==> src/rtl/retention_pkg.sv <==
package retention_pkg;

  typedef enum logic [1:0] {
    ST_IDLE    = 2'd0,
    ST_GRANTED = 2'd1,
    ST_REFUSED = 2'd2
  } rhState_t;

  typedef struct packed {
    logic setAccept;
    logic clrAccept;
    logic setDeny;
    logic clrDeny;
  } rhStrobes_t;

endpackage

==> src/rtl/rh_sync.sv <==
module rh_sync #(
  parameter int STAGES = 2
) (
  input  logic clk,
  input  logic rstN,
  input  logic asyncIn,
  output logic syncOut
);
  localparam int TOP = STAGES - 1;

  logic [TOP:0] chain;

  generate
    for (genvar i = 0; i < STAGES; i++) begin : g_stage
      if (i == 0) begin : g_first
        always_ff @(posedge clk or negedge rstN) begin
          if (!rstN) chain[0] <= 1'b1;
          else       chain[0] <= asyncIn;
        end
      end else begin : g_next
        always_ff @(posedge clk or negedge rstN) begin
          if (!rstN) chain[i] <= 1'b1;
          else       chain[i] <= chain[i-1];
        end
      end
    end
  endgenerate

  assign syncOut = chain[TOP];
endmodule

==> src/rtl/rh_ctrl.sv <==
module rh_ctrl
  import retention_pkg::*;
(
  input  logic       clk,
  input  logic       rstN,
  input  logic       reqSync,
  input  logic       retEnable,
  input  logic       forceClkA,
  input  logic       forceClkB,
  input  logic       coreIdle,
  output rhStrobes_t strobes
);
  rhState_t state, nextState;
  logic     grantOk;

  assign grantOk = retEnable && !forceClkA && !forceClkB && coreIdle;

  always_comb begin
    nextState = state;
    strobes   = '0;
    case (state)
      ST_IDLE: begin
        if (!reqSync) begin
          if (grantOk) begin
            strobes.setAccept = 1'b1;
            nextState         = ST_GRANTED;
          end else begin
            strobes.setDeny = 1'b1;
            nextState       = ST_REFUSED;
          end
        end
      end
      ST_GRANTED: begin
        if (reqSync) begin
          strobes.clrAccept = 1'b1;
          nextState         = ST_IDLE;
        end
      end
      ST_REFUSED: begin
        if (reqSync) begin
          strobes.clrDeny = 1'b1;
          nextState       = ST_IDLE;
        end
      end
      default: nextState = ST_IDLE;
    endcase
  end

  always_ff @(posedge clk or negedge rstN) begin
    if (!rstN) state <= ST_IDLE;
    else       state <= nextState;
  end

  // at most one strobe per cycle, so one answer per request
  a_r7_one_strobe: assert property (@(posedge clk) disable iff (!rstN)
    $onehot0(strobes));

  // a taken decision is held while the request stays low
  a_r10_granted_hold: assert property (@(posedge clk) disable iff (!rstN)
    (state == ST_GRANTED && !reqSync) |=> (state == ST_GRANTED));
  a_r10_refused_hold: assert property (@(posedge clk) disable iff (!rstN)
    (state == ST_REFUSED && !reqSync) |=> (state == ST_REFUSED));
endmodule

==> src/rtl/rh_datapath.sv <==
module rh_datapath
  import retention_pkg::*;
(
  input  logic       clk,
  input  logic       rstN,
  input  rhStrobes_t strobes,
  input  logic       coreIdle,
  input  logic       wakePending,
  output logic       acceptN,
  output logic       deny,
  output logic       activeHint
);
  always_ff @(posedge clk or negedge rstN) begin
    if (!rstN) begin
      acceptN    <= 1'b1;
      deny       <= 1'b0;
      activeHint <= 1'b1;
    end else begin
      if (strobes.setAccept)      acceptN <= 1'b0;
      else if (strobes.clrAccept) acceptN <= 1'b1;
      if (strobes.setDeny)        deny    <= 1'b1;
      else if (strobes.clrDeny)   deny    <= 1'b0;
      activeHint <= !coreIdle || wakePending;
    end
  end

  // the two answers are never active together
  a_r7_exclusive: assert property (@(posedge clk) disable iff (!rstN)
    !(!acceptN && deny));

  // the hint follows core activity one edge later
  a_r11_hint_high: assert property (@(posedge clk) disable iff (!rstN)
    (!coreIdle || wakePending) |=> activeHint);
  a_r11_hint_low: assert property (@(posedge clk) disable iff (!rstN)
    (coreIdle && !wakePending) |=> !activeHint);
endmodule

==> src/rtl/retention_handshake.sv <==
module retention_handshake
  import retention_pkg::*;
#(
  parameter int SYNC_STAGES = 2
) (
  input  logic clk,
  input  logic rstN,
  input  logic reqN,
  input  logic retEnable,
  input  logic forceClkA,
  input  logic forceClkB,
  input  logic coreIdle,
  input  logic wakePending,
  output logic acceptN,
  output logic deny,
  output logic activeHint
);
  logic       reqSync;
  rhStrobes_t strobes;

  rh_sync #(.STAGES(SYNC_STAGES)) u_sync (
    .clk(clk), .rstN(rstN), .asyncIn(reqN), .syncOut(reqSync)
  );

  rh_ctrl u_ctrl (
    .clk(clk), .rstN(rstN), .reqSync(reqSync),
    .retEnable(retEnable), .forceClkA(forceClkA), .forceClkB(forceClkB),
    .coreIdle(coreIdle), .strobes(strobes)
  );

  rh_datapath u_dp (
    .clk(clk), .rstN(rstN), .strobes(strobes),
    .coreIdle(coreIdle), .wakePending(wakePending),
    .acceptN(acceptN), .deny(deny), .activeHint(activeHint)
  );

  // an accept only follows an edge where every grant condition held
  a_r3_accept_cause: assert property (@(posedge clk) disable iff (!rstN)
    $fell(acceptN) |-> $past(retEnable && !forceClkA && !forceClkB && coreIdle));

  // a deny only follows an edge where a grant condition failed
  a_r6_deny_cause: assert property (@(posedge clk) disable iff (!rstN)
    $rose(deny) |-> !$past(retEnable && !forceClkA && !forceClkB && coreIdle));

  // an accept is held while the synchronised request is low
  a_r8_accept_hold: assert property (@(posedge clk) disable iff (!rstN)
    (!acceptN && !reqSync) |=> !acceptN);

  // a deny is held while the synchronised request is low
  a_r9_deny_hold: assert property (@(posedge clk) disable iff (!rstN)
    (deny && !reqSync) |=> deny);
endmodule

==> config.mk <==
export PLATFORM = sky130hd
export DESIGN_NAME = retention_handshake
export DESIGN_NICKNAME = d
export VERILOG_FILES = /design/src/rtl/retention_pkg.sv /design/src/rtl/rh_sync.sv /design/src/rtl/rh_ctrl.sv /design/src/rtl/rh_datapath.sv /design/src/rtl/retention_handshake.sv
export SDC_FILE = /design/constraint.sdc
export NUM_CORES = 1
export LEC_CHECK = 0
export CORE_AREA = 2 2 39 41
export CTS_CLUSTER_SIZE = 12
export DETAILED_ROUTE_END_ITERATION = 6
export DIE_AREA = 0 0 41 43
export HOLD_SLACK_MARGIN = 0.06
export PLACE_DENSITY_LB_ADDON = 0.05
export SYNTH_ARGS = -nofsm -noshare
export SYNTH_HDL_FRONTEND = slang
export SYNTH_SLANG_ARGS = --single-unit
==> constraint.sdc <==
create_clock -name clk -period 1.4 [get_ports clk]
set_input_delay 0.28 -clock clk [delete_from_list [all_inputs] [get_ports clk]]
set_output_delay 0.28 -clock clk [all_outputs]
set_load 0.02 [all_outputs]
==> flow_summary_export.csv <==
group,metric,value,unit
run_status,status,"completed",
layout,nNetsFinal,51,
routing,drc,0,
timing,period_minus_slack,1.35,ns
power,internal_power,0.000541,W
critical_path,slowest_delay,0.52,ns
timing,tightest_slew,0.324,ns
global_route,antenna_found_initial,0,
floorplan,die_h,43,um
synth,yosys.area.top_type,"dfstp_2",
synth,synthCells,25,
global_route,grt_usage,9.30,%
layout,seq_area,180,um^2
cts,cts_made_buffers,3,
layout,final_cell_mix,"clkdlybuf4s50_1, dfstp_2, inv_1, clkbuf_4, dfrtp_1",
synth,yosysTopAreaCellShare,32.1,%
critical_path,slowest_stage,"dfstp_2",
timing,period_share,96.2,%
floorplan,core_area,1380,um^2
routing,ant_nets,0,
floorplan,dieArea,1760,um^2
critical_path,cp_num_buf_inv,1,
timing,rsz0062_at_grt,"no",
global_route,grt_pass1_wl,1000,um
global_route,grt-ovfl-total,0,
timing,hold_viol_final,0,
floorplan,io_pins,11,
power,p_sw_share,30.2,%
routing,wl_per_cell,10.7,um
global_route,grt_max_degree,8,
flow_run,cap_violations,0,
synth,synth.area.top_cells,"dfstp_2, dfrtp_1, ha_1",
power,worst_ir_drop_vdd,0.512,mV
cts,root_buffer,"clkbuf_4",
layout,multi_input_area,149,um^2
synth,synth_area_per_cell,13.1,um^2
synth,yosysSeqAreaShare,55.0,%
timing,max_freq,0.743,GHz
synth,synth_nets,36,
layout,drive_above_1_share,28.2,%
layout,fillers,145,
global_route,grt_pass1_vias,252,
place,place.gp.congestion,0.654,
layout,synthToLayoutAreaGrowth,48.1,%
timing,setup_viol,0,
routing,vias,242,
timing,final_max_slew_viol_count,0,
cts,path_clk_slew,0.05,ns
cts,cts.sinks,7,
power,p_clk_share,23.1,%
worst_hold_path,hp-class,"input pin to asynchronous set/reset pin",
timing,fin_setup_tns,0,ns
critical_path,start_kind,"register",
critical_path,worstPathCellList,"clkdlybuf4s15_1",
routing,dr.pass1.iters,1,
cts,cts_tree,"yes",
floorplan,die_x,41,um
place,io_buffers,10,
critical_path,path_delay_family,"flip-flops",
timing,worst_clock_skew,0.000521,ns
critical_path,end_kind,"output pin",
power,p_sw,0.000234,W
power,leakage,0.204,nW
floorplan,start_util,23.7,%
synth,ys_warn_count,0,
layout,final_common_cell,"clkdlybuf4s50_1",
routing,avgViaCountPerCell,4.40,
critical_path,crit_required,1.12,ns
critical_path,critPathArrivalTime,1.07,ns
cts,cts_setup_buffers,0,
cts,worstSkewPairLatency,0.24,ns
place,dp.final_hpwl,475,um
synth,syn_area,328,um^2
critical_path,worstPathMaxFanout,2,
routing,drt_iter0_markers,0,
critical_path,critPathKind,"register to output pin",
cts,max-clock-path-buffers,2,
synth,ys_ff_latch,7,
place,dpl-instance-area,448,um^2
timing,max_slew_margin,78.3,%
power,pwr-share-seq,37.7,%
floorplan,num_rows,14,
cts,h-tree-depth,1,
timing,hold_ws,0.296,ns
layout,stdcell_area,485,um^2
layout,num_antenna_cells,0,
power,combPwrFrac,39.3,%
power,p_per_area,1600,nW/um^2
routing,routed_wl,586,um
synth,ys_types,16,
flip-flops by register name (all words and copies together) (netlist names):
signal / flops
u_dp.deny: 1
u_dp.activeHint: 1
u_dp.acceptN: 1
u_sync.chain: 1
u_ctrl.state: 2
u_sync.syncOut: 1
worst paths after layout:
kind,startpoint,endpoint,slack (ns),depth (start not counted)
worst max-delay path,u_dp.acceptN$_DFFE_PN1P_,acceptN,0.05,1
worst min-delay path,rstN,u_ctrl.state[0]$_DFFE_PN0P_,0.30,1
worst max register to register,u_ctrl.state[0]$_DFFE_PN0P_,u_ctrl.state[0]$_DFFE_PN0P_,0.07,4
worst min register to register,u_sync.chain[0]$_DFF_PN1_,u_sync.syncOut$_DFF_PN1_,0.36,0
max in group asynchronous,rstN,u_sync.syncOut$_DFF_PN1_,0.82,1
min in group clk,u_sync.chain[0]$_DFF_PN1_,u_sync.syncOut$_DFF_PN1_,0.36,0
through the flow:
step / utilization [%] / setup slack (ns) / std cells / power [W]
after global placement: 32.4 / 0.0188 / 51 / 0.000585
after CTS: 34.0 / 0.00373 / 55 / 0.000760
after detailed placement: 32.4 / 0.0119 / 51 / 0.000590
after global routing: 35.1 / 0.00732 / 55 / 0.000846
final: 35.1 / 0.0536 / 55 / 0.000776
after floorplan: - / 0.115 / 25 / 0.000477
what timing repair did:
action / in CTS / in global routing
setup endpoints to repair: 3 / 4
resized for setup: 3 / 3
hold buffers: 0 / 0
cell usage after synthesis:
library cell	instances
a21bo_2	1
a21oi_1	1
a31oi_1	1
a32o_1	1
and4bb_2	1
dfrtp_1	3
dfstp_2	4
ha_1	3
inv_1	3
mux2_4	1
nand2b_1	1
nor2_1	1
o21ai_0	1
o2bb2ai_1	1
or2b_1	1
or3b_1	1
per-layer routing:
metal	up-vias	GRT usage, %	wire (um)
met1	118	9.21	238
met2	8	13.4	314
met3	0	4.71	33
met5	-	0	0
met4	0	8.00	0
li1	116	-	-
kinds of logic after synthesis:
group | after synthesis | synth area share, %
mux | 1 | 4.58
flops | 7 | 55.0
compound gates | 6 | 13.7
buf+inv | 3 | 3.43
fa+ha+maj | 3 | 11.5
simple gates | 5 | 11.8
cell type report:
cell class / count / area share [%]
tap: 16 / 4.12
clock buffer: 4 / 5.41
sequential: 7 / 37.1
inverter: 3 / 2.32
multi-input combinational: 15 / 30.7
timing repair buffer: 10 / 20.4
power groups by stage:
stage	Clock (W)	Combinational (W)	Sequential (W)
6_report	0.000179	0.000305	0.000292
5_1_grt	0.000212	0.000336	0.000299
4_1_cts	0.000192	0.000276	0.000292
3_5_place_dp	0	0.000293	0.000297
3_3_place_gp	0	0.000292	0.000293
2_1_floorplan	0	0.000149	0.000328
No activity file was read; power rests on OpenSTA's default activity.
